### src/rtl/wmic_pkg.sv
package wmic_pkg;

    localparam int CAUSE_W  = 8;

    // cause bit positions (software decodes these from the status register)
    localparam int C_SOFT   = 0;
    localparam int C_RXHIGH = 1;
    localparam int C_RXPKT  = 2;
    localparam int C_TXLOW  = 3;

    localparam int CMD_SOFT_BIT  = 0;
    localparam int CMD_RESET_BIT = 1;

    typedef logic [CAUSE_W-1:0] cause_t;

    localparam cause_t MASK_AT_RESET =
        cause_t'((1 << C_SOFT) | (1 << C_RXHIGH) | (1 << C_RXPKT) | (1 << C_TXLOW));

    typedef enum logic [1:0] {
        RA_STATUS = 2'd0,
        RA_MASK   = 2'd1,
        RA_CMD    = 2'd2,
        RA_DELAY  = 2'd3
    } reg_addr_e;

    // outcome of evaluating one posting cycle
    typedef struct packed {
        logic any;     // something was delivered
        logic urgent;  // delivered set holds a no-delay cause
    } deliver_t;

    // remove watermark causes whose arming is absent
    function automatic cause_t gate_watermarks(cause_t eff, logic rx_arm, logic tx_arm);
        cause_t g;
        g = eff;
        if (!rx_arm) g[C_RXHIGH] = 1'b0;
        if (!tx_arm) g[C_TXLOW]  = 1'b0;
        return g;
    endfunction

endpackage

### src/rtl/wmic_cause_regs.sv
module wmic_cause_regs
    import wmic_pkg::*;
#(
    parameter int DATA_W      = 16,
    parameter int DELAY_W     = 16,
    parameter int RESET_DELAY = 16
) (
    input  logic              clk,
    input  logic              rst,
    input  logic              wr,
    input  logic              rd,
    input  logic [1:0]        addr,
    input  logic [DATA_W-1:0] wdata,
    input  cause_t            cause_in,
    output cause_t            status_q,
    output cause_t            mask_q,
    output logic [DELAY_W-1:0] delay_q,
    output cause_t            status_next,
    output cause_t            mask_next,
    output logic              post_any,
    output logic [DATA_W-1:0] rdata
);

    logic   soft_post;
    cause_t posts;

    assign soft_post = wr && (addr == RA_CMD) && wdata[CMD_SOFT_BIT];
    assign posts     = cause_in | (cause_t'(soft_post) << C_SOFT);
    assign post_any  = |posts;

    always_comb begin
        status_next = status_q;
        if (rd && addr == RA_STATUS) status_next = '0;
        if (wr && addr == RA_STATUS) status_next = status_next & ~wdata[CAUSE_W-1:0];
        status_next = status_next | posts;
        mask_next   = (wr && addr == RA_MASK) ? wdata[CAUSE_W-1:0] : mask_q;
    end

    always_ff @(posedge clk) begin
        if (rst) begin
            status_q <= '0;
            mask_q   <= MASK_AT_RESET;
            delay_q  <= DELAY_W'(RESET_DELAY);
        end else begin
            status_q <= status_next;
            mask_q   <= mask_next;
            if (wr && addr == RA_DELAY) delay_q <= wdata[DELAY_W-1:0];
        end
    end

    always_comb begin
        case (addr)
            RA_STATUS: rdata = DATA_W'(status_q);
            RA_MASK:   rdata = DATA_W'(mask_q);
            RA_DELAY:  rdata = DATA_W'(delay_q);
            default:   rdata = '0;
        endcase
    end

    AST_POST_STICKS: assert property (@(posedge clk) disable iff (rst)
        (cause_in != '0 && !rd && !wr) |=> ((status_q & $past(cause_in)) == $past(cause_in)));

    AST_READ_CLEARS: assert property (@(posedge clk) disable iff (rst)
        (rd && addr == RA_STATUS && cause_in == '0 && !wr) |=> (status_q == '0));

    AST_W1C_EXACT: assert property (@(posedge clk) disable iff (rst)
        (wr && addr == RA_STATUS && !rd && cause_in == '0)
        |=> (status_q == ($past(status_q) & ~$past(wdata[CAUSE_W-1:0]))));

endmodule

### src/rtl/wmic_wm_gate.sv
module wmic_wm_gate
    import wmic_pkg::*;
#(
    parameter cause_t NODELAY_SET = cause_t'(1 << C_SOFT)
) (
    input  logic     clk,
    input  logic     rst,
    input  cause_t   status_next,
    input  cause_t   mask_next,
    input  logic     post_any,
    input  logic     rx_empty_evt,
    input  logic     tx_full_evt,
    output deliver_t dlv
);

    logic   rx_arm_q, tx_arm_q;
    logic   rx_take, tx_take;
    cause_t eff;

    assign eff        = gate_watermarks(status_next & mask_next, rx_arm_q, tx_arm_q);
    assign rx_take    = post_any && eff[C_RXHIGH];
    assign tx_take    = post_any && eff[C_TXLOW];
    assign dlv.any    = post_any && (eff != '0);
    assign dlv.urgent = post_any && ((eff & NODELAY_SET) != '0);

    always_ff @(posedge clk) begin
        if (rst) begin
            rx_arm_q <= 1'b0;
            tx_arm_q <= 1'b0;
        end else begin
            rx_arm_q <= (rx_arm_q && !rx_take) || rx_empty_evt;
            tx_arm_q <= (tx_arm_q && !tx_take) || tx_full_evt;
        end
    end

    AST_RX_ARM_USED: assert property (@(posedge clk) disable iff (rst)
        (rx_arm_q && post_any && (status_next[C_RXHIGH] && mask_next[C_RXHIGH]) && !rx_empty_evt)
        |=> !rx_arm_q);

    AST_TX_ARM_USED: assert property (@(posedge clk) disable iff (rst)
        (tx_arm_q && post_any && (status_next[C_TXLOW] && mask_next[C_TXLOW]) && !tx_full_evt)
        |=> !tx_arm_q);

endmodule

### src/rtl/wmic_delay_timer.sv
module wmic_delay_timer
    import wmic_pkg::*;
#(
    parameter int DELAY_W = 16
) (
    input  logic               clk,
    input  logic               rst,
    input  deliver_t           dlv,
    input  logic [DELAY_W-1:0] delay_q,
    input  logic               pending_any,
    output logic               irq_q
);

    logic               run_q, run_n, irq_n;
    logic [DELAY_W-1:0] cnt_q, cnt_n;
    logic               fire_now;

    assign fire_now = dlv.any && (dlv.urgent || delay_q == '0);

    always_comb begin
        irq_n = irq_q;
        run_n = run_q;
        cnt_n = cnt_q;
        if (run_q) begin
            if (cnt_q == DELAY_W'(1)) begin
                irq_n = 1'b1;
                run_n = 1'b0;
            end else begin
                cnt_n = cnt_q - DELAY_W'(1);
            end
        end
        if (fire_now) begin
            irq_n = 1'b1;
            run_n = 1'b0;
        end else if (dlv.any && !run_q && !irq_q) begin
            run_n = 1'b1;
            cnt_n = delay_q;
        end
        if (!pending_any) begin
            irq_n = 1'b0;
            run_n = 1'b0;
        end
    end

    always_ff @(posedge clk) begin
        if (rst) begin
            irq_q <= 1'b0;
            run_q <= 1'b0;
            cnt_q <= '0;
        end else begin
            irq_q <= irq_n;
            run_q <= run_n;
            cnt_q <= cnt_n;
        end
    end

    AST_URGENT_NOW: assert property (@(posedge clk) disable iff (rst)
        (dlv.any && dlv.urgent && pending_any) |=> irq_q);

    AST_NO_RESTART: assert property (@(posedge clk) disable iff (rst)
        (run_q && cnt_q != DELAY_W'(1) && pending_any && !fire_now)
        |=> (run_q && (cnt_q + DELAY_W'(1)) == $past(cnt_q)));

    AST_ZERO_DELAY: assert property (@(posedge clk) disable iff (rst)
        (dlv.any && delay_q == '0 && pending_any) |=> irq_q);

endmodule

### src/rtl/wm_irq_ctrl.sv
module wm_irq_ctrl
    import wmic_pkg::*;
#(
    parameter int     DATA_W      = 16,
    parameter int     DELAY_W     = 16,
    parameter int     RESET_DELAY = 16,
    parameter cause_t NODELAY_SET = cause_t'(1 << C_SOFT)
) (
    input  logic              clk,
    input  logic              rst,
    input  logic [7:0]        cause_i,
    input  logic              rx_empty_i,
    input  logic              tx_full_i,
    input  logic              reg_wr_i,
    input  logic              reg_rd_i,
    input  logic [1:0]        reg_addr_i,
    input  logic [DATA_W-1:0] reg_wdata_i,
    output logic [DATA_W-1:0] reg_rdata_o,
    output logic              irq_o
);

    logic               dev_rst;
    cause_t             status_q, mask_q, status_next, mask_next;
    logic [DELAY_W-1:0] delay_q;
    logic               post_any;
    deliver_t           dlv;

    // command reset acts like the external reset on the same edge
    assign dev_rst = rst || (reg_wr_i && reg_addr_i == RA_CMD && reg_wdata_i[CMD_RESET_BIT]);

    wmic_cause_regs #(
        .DATA_W      (DATA_W),
        .DELAY_W     (DELAY_W),
        .RESET_DELAY (RESET_DELAY)
    ) u_regs (
        .clk         (clk),
        .rst         (dev_rst),
        .wr          (reg_wr_i),
        .rd          (reg_rd_i),
        .addr        (reg_addr_i),
        .wdata       (reg_wdata_i),
        .cause_in    (cause_i),
        .status_q    (status_q),
        .mask_q      (mask_q),
        .delay_q     (delay_q),
        .status_next (status_next),
        .mask_next   (mask_next),
        .post_any    (post_any),
        .rdata       (reg_rdata_o)
    );

    wmic_wm_gate #(
        .NODELAY_SET (NODELAY_SET)
    ) u_gate (
        .clk          (clk),
        .rst          (dev_rst),
        .status_next  (status_next),
        .mask_next    (mask_next),
        .post_any     (post_any),
        .rx_empty_evt (rx_empty_i),
        .tx_full_evt  (tx_full_i),
        .dlv          (dlv)
    );

    wmic_delay_timer #(
        .DELAY_W (DELAY_W)
    ) u_timer (
        .clk         (clk),
        .rst         (dev_rst),
        .dlv         (dlv),
        .delay_q     (delay_q),
        .pending_any ((status_next & mask_next) != '0),
        .irq_q       (irq_o)
    );

    AST_IRQ_HAS_CAUSE: assert property (@(posedge clk) disable iff (dev_rst)
        irq_o |-> ((status_q & mask_q) != '0));

endmodule

### config.mk
export PLATFORM = sky130hd
export DESIGN_NAME = wm_irq_ctrl
export DESIGN_NICKNAME = d
export VERILOG_FILES = /design/src/rtl/wmic_pkg.sv /design/src/rtl/wmic_cause_regs.sv /design/src/rtl/wmic_wm_gate.sv /design/src/rtl/wmic_delay_timer.sv /design/src/rtl/wm_irq_ctrl.sv
export SDC_FILE = /design/constraint.sdc
export NUM_CORES = 1
export LEC_CHECK = 0
export BUFFER_PORTS_ARGS = -buffer_cell sky130_fd_sc_hd__buf_2
export CORE_ASPECT_RATIO = 1.1
export CORE_MARGIN = 1
export CORE_UTILIZATION = 45
export CTS_CLUSTER_SIZE = 10
export DETAILED_ROUTE_END_ITERATION = 16
export HOLD_SLACK_MARGIN = 0.15
export PLACE_DENSITY = 0.66
export SKIP_LAST_GASP = 1
export SYNTH_ARGS = -nofsm -noshare
export SYNTH_HDL_FRONTEND = slang
export SYNTH_HIERARCHICAL = 1
export SYNTH_SLANG_ARGS = --single-unit
### constraint.sdc
create_clock -name clk -period 3.3 [get_ports clk]
set_clock_uncertainty 0.15 [all_clocks]
set_input_delay 0.165 -clock clk [delete_from_list [all_inputs] [get_ports clk]]
set_output_delay 0.165 -clock clk [all_outputs]
set_load 0.03 [all_outputs]
* After elaboration in Yosys (flattened, before gate mapping)
Index checks and enable logic that the tools add are counted.
** Storage, ports and cells
- Register bits :: 52
** Operators by class
- Reduce and logical (&&, ||, !) cells :: 34
- Equal/unequal tests :: 4
- $add $sub $neg :: 1
- Bitwise logic cells :: 6
- Multiplexer cells :: 16
** Operator list (count)
- $mux W16 :: 4
- $pmux W16 S3 :: 1
- $mux W8 :: 3
- $and A8 B8 Y8 :: 2
- $eq A16 B1 Y1 const B :: 1
- $logic_and A1 B1 Y1 :: 16
- $logic_not A16 Y1 :: 1
- $reduce_bool A8 Y1 :: 2
- $sub A16 B1 Y16 const B :: 1
- $mux W1 :: 8
- $not A8 Y8 :: 1
- $or A8 B1 Y8 :: 1
- $or A8 B8 Y8 :: 1
- $reduce_or A8 Y1 :: 1
- $eq A2 B2 Y1 const B :: 2
- $logic_not A1 Y1 :: 4
- $logic_or A1 B1 Y1 :: 4
- $reduce_bool A2 Y1 :: 2
- $reduce_or A3 Y1 :: 1
- $eq A2 B1 Y1 const B :: 1
- $logic_not A2 Y1 :: 1
- $reduce_and A2 Y1 :: 1
- $reduce_or A2 Y1 :: 1
- $not A1 Y1 :: 1

* Longest topological paths before layout
- Depth in word-level cells :: 14
- Gate-level depth with buffers :: 12
- Depth with buffers taken out :: 9

* Hierarchy
Netlist, hierarchy kept.
** Modules (own cells, without submodules)
- wmic_cause_regs :: cells each 178, area each 1575.3 um^2, instances 1
- wmic_delay_timer :: cells each 130, area each 1052.3 um^2, instances 1
- wmic_wm_gate :: cells each 16, area each 127.6 um^2, instances 1
- wm_irq_ctrl :: cells each 7, area each 50.0 um^2, instances 1

* Worst setup path after synthesis
OpenSTA, ideal clock, no wires.
- Path kind :: input to register
- From :: input port reg_addr_i[1]
- To :: register u_timer.cnt_q[0]
- Library setup time :: 0.137 ns
- Cell stages on the path :: 11
- Path slack :: 0.692 ns
- Data required time :: 3.013 ns
- Arrival time :: 2.321 ns
- Buffers on the path :: 3
- Path through :: or3b_1 -> buf_2 -> a31o_2 -> a22o_1 -> a221oi_2 -> a41oi_1 -> nand2_1 -> or3_1 -> clkbuf_1 -> buf_1 -> a211oi_1
** RTL lines
- start: declaration :: line wm_irq_ctrl.sv:16 : input logic [1:0] reg_addr_i,
- end signal: assignment :: line wmic_delay_timer.sv:53 : cnt_q <= cnt_n;
- end: declaration :: line wmic_delay_timer.sv:15 : logic [DELAY_W-1:0] cnt_q, cnt_n;

==> metrics.txt <==
status=completed; n_diodes=0; first-pass GRT wire length=12100 um; Slew Limit Fails=0; DR vias/cell=5.58; Final setup viols=0; Die Ht=84.8 um; Post-Syn Area=2810 um2; crit path time final=2520 ps; initial core utilization=0.477; Sw Pwr=508 uW; CP max-delay cell=dlygate4sd3_1; initial antenna violation count=0; Tcrit/Tclk final=0.764; total power=1560 uW; syn_nets=365; Synth Register Bits=52; synth top area cells=dfxtp_1, nand2_1, a21oi_1; Setup crit end=u_timer/cnt_q[8]$_SDFF_PP0_; CP max stage delay=520 ps; pin count of the biggest net entering global routing=30; global placement routability congestion=0.869; Initial DRC Count=132; Cell Pwr Density=455 nW/um2; global-route usage over all layers=0.231; switch share=0.326; Root Buffer=clkbuf_8; Synth top cells by count=dfxtp_1, nand2_1, a21oi_1, nor2_1, o21ai_0; Cells after Synth=331; Data arrival, critical path=2530 ps; Max-Cap Viols=0; post-synth top area share=0.371; Static Leak=0.00143 uW; CTS buffer count=5; final instance area=3430 um2; worst-skew pair later-pin latency=300 ps; Worst Setup Start Kind=input pin; CTS HTree Levels=2; Reg2Reg Depth=5; clk sink count=52; r2r endpoint=u_timer/cnt_q[15]$_SDFF_PP0_; YS warnings=6; Reg clk slew, reported paths=100 ps; DRC viols=0; Yosys cell types=56; ratio of cells with drive above 1 in the final layout=0.204; Antenna Violating Nets Remaining=0; type of element capturing the critical path=register; CTS Buffer Depth=2; Pint=1050 uW; Max FO, Critical Path=29; reg2reg start=u_timer/cnt_q[4]$_SDFF_PP0_; Reg power frac=0.477; Final Hold Vio Count=0; Avg Inst Size Synth=8.47 um2; hold crit path type=in -> reg; Slew headroom=0.349; Layout Nets=430; RSZ-0062 raised after global routing=no; Syn-to-layout area delta=22.1%; aggregate global routing overflow=0; Vias=2645; type of the worst setup path=in -> reg; Clock Power Share=0.246; Post-synth EDFFs=0; crit path from=reg_wdata_i[6]; DR WL/cell=15.4 um; Worst-Margin Slew=976 ps; critical path, cell by cell=dlygate4sd3_1, buf_2, nand4bb_1, a31o_2, a22o_1, a221oi_2, a41oi_1, nand2_1, or3_1, buf_4, o311a_1, nor3_1; row count=29; final design utilization=0.583; post-CTS sizing=0; f_max=397 MHz; Placement Cell Area=3080 um2; # port buffers=48; most frequent cell after synthesis=dfxtp_1; wirelength, routed=7320 um; Synth area leader=dfxtp_1; internal reg-to-reg setup slack=780 ps; I/O pin cnt=49; Setup TNS=0 ps; core box area=5880 um2; Comb pwr share=0.277; Main synth FF type=dfxtp_1; share of flip-flops with an asynchronous set or reset=0; worst ir drop on vdd=236 uV; die area=6550 um2; First-pass DRT Iterations=4; hpwl dp=5220 um; WP data required=3310 ps; sequential share of the synthesized area=0.371; vias in the first global route=2464; CTS tree=built; die width=77.3 um
-- power groups by stage --
stage               Clock [uW]  Sequential (uW)  Combinational [uW]
floorplan                    0              744                 306
global placement             0              754                 398
detailed placement           0              756                 404
CTS                        389              741                 430
global route               415              752                 476
finish                     383              742                 432
-- layout by cell type (no fill, tap or decap), types with 8 or more instances in the layout --
cell type and n:
a211oi_1 12, a21oi_1 24, and3_1 10, buf_2 48, dfxtp_1 52, dlygate4sd3_1 25, mux2i_1 10, nand2_1 47
nand3_1 8, nor2_1 21, nor2b_1 10, nor3_1 12, o21ai_0 14
-- worst max-delay path: cells and delay by family --
family,cells,cell delay [ps]
AO/OA/AOI/OAI,5,1060
buffers and inverters,3,900
AND/OR/NAND/NOR,4,390
-- per-layer routing --
layer  wire [um]  global-route usage
met2        3640               0.397
met5           0                   0
met1        3320               0.300
met3         287              0.0370
met4          74              0.0583
-- registers in the layout, indices dropped and copies added, names as in the netlist --
| name | flops |
|---|---|
| u_regs/mask_q | 8 |
| u_timer/cnt_q | 16 |
| u_gate/tx_arm_q | 1 |
| u_timer/run_q | 1 |
| u_gate/rx_arm_q | 1 |
| u_regs/status_q | 8 |
| u_regs/delay_q | 16 |
| u_timer/irq_q | 1 |
-- logic make-up after synthesis --
kind of cell / after synthesis / synth area share
flops: 52 / 0.371
mux: 18 / 0.0732
fa+ha+maj: 2 / 0.00892
simple gates: 149 / 0.299
xor+xnor: 8 / 0.0250
compound gates: 74 / 0.175
buf+inv: 28 / 0.0477
-- final cells by class --
class	instances	area, um2
fill	563	2450
clock buffer	6	82.6
sequential	52	1040
multi-input combinational	251	1630
timing repair buffer	79	536
tap	77	96.3
inverter	7	26.3
clock inverter	2	13.8
-- worst min path at each step --
stage	depth (start not counted)	startpoint	end	slack (ps)
2_1_floorplan	2	rx_empty_i	u_gate/rx_arm_q$_SDFF_PP0_	130
6_report	3	cause_i[3]	u_regs/status_q[3]$_SDFF_PP0_	160
4_1_cts	3	cause_i[3]	u_regs/status_q[3]$_SDFF_PP0_	160
5_1_grt	3	cause_i[3]	u_regs/status_q[3]$_SDFF_PP0_	180
3_3_place_gp	3	rx_empty_i	u_gate/rx_arm_q$_SDFF_PP0_	220
3_5_place_dp	3	tx_full_i	u_gate/tx_arm_q$_SDFF_PP0_	230
-- stage by stage --
stage          hold WS, ps  worst slack (ps)  instances
2_1_floorplan          132               692        331
3_3_place_gp           224               533        441
3_5_place_dp           230               478        441
4_1_cts                160               792        474
5_1_grt                179               561        474
6_report               163               780        474
-- what timing repair did --
item                                    4_1_cts  5_1_grt
endpoints found under the setup margin        0        0
buffers inserted                              0        0
hold endpoints to repair                     30        0
hold buffers                                 25        0
No activity file was read; power rests on OpenSTA's default activity.
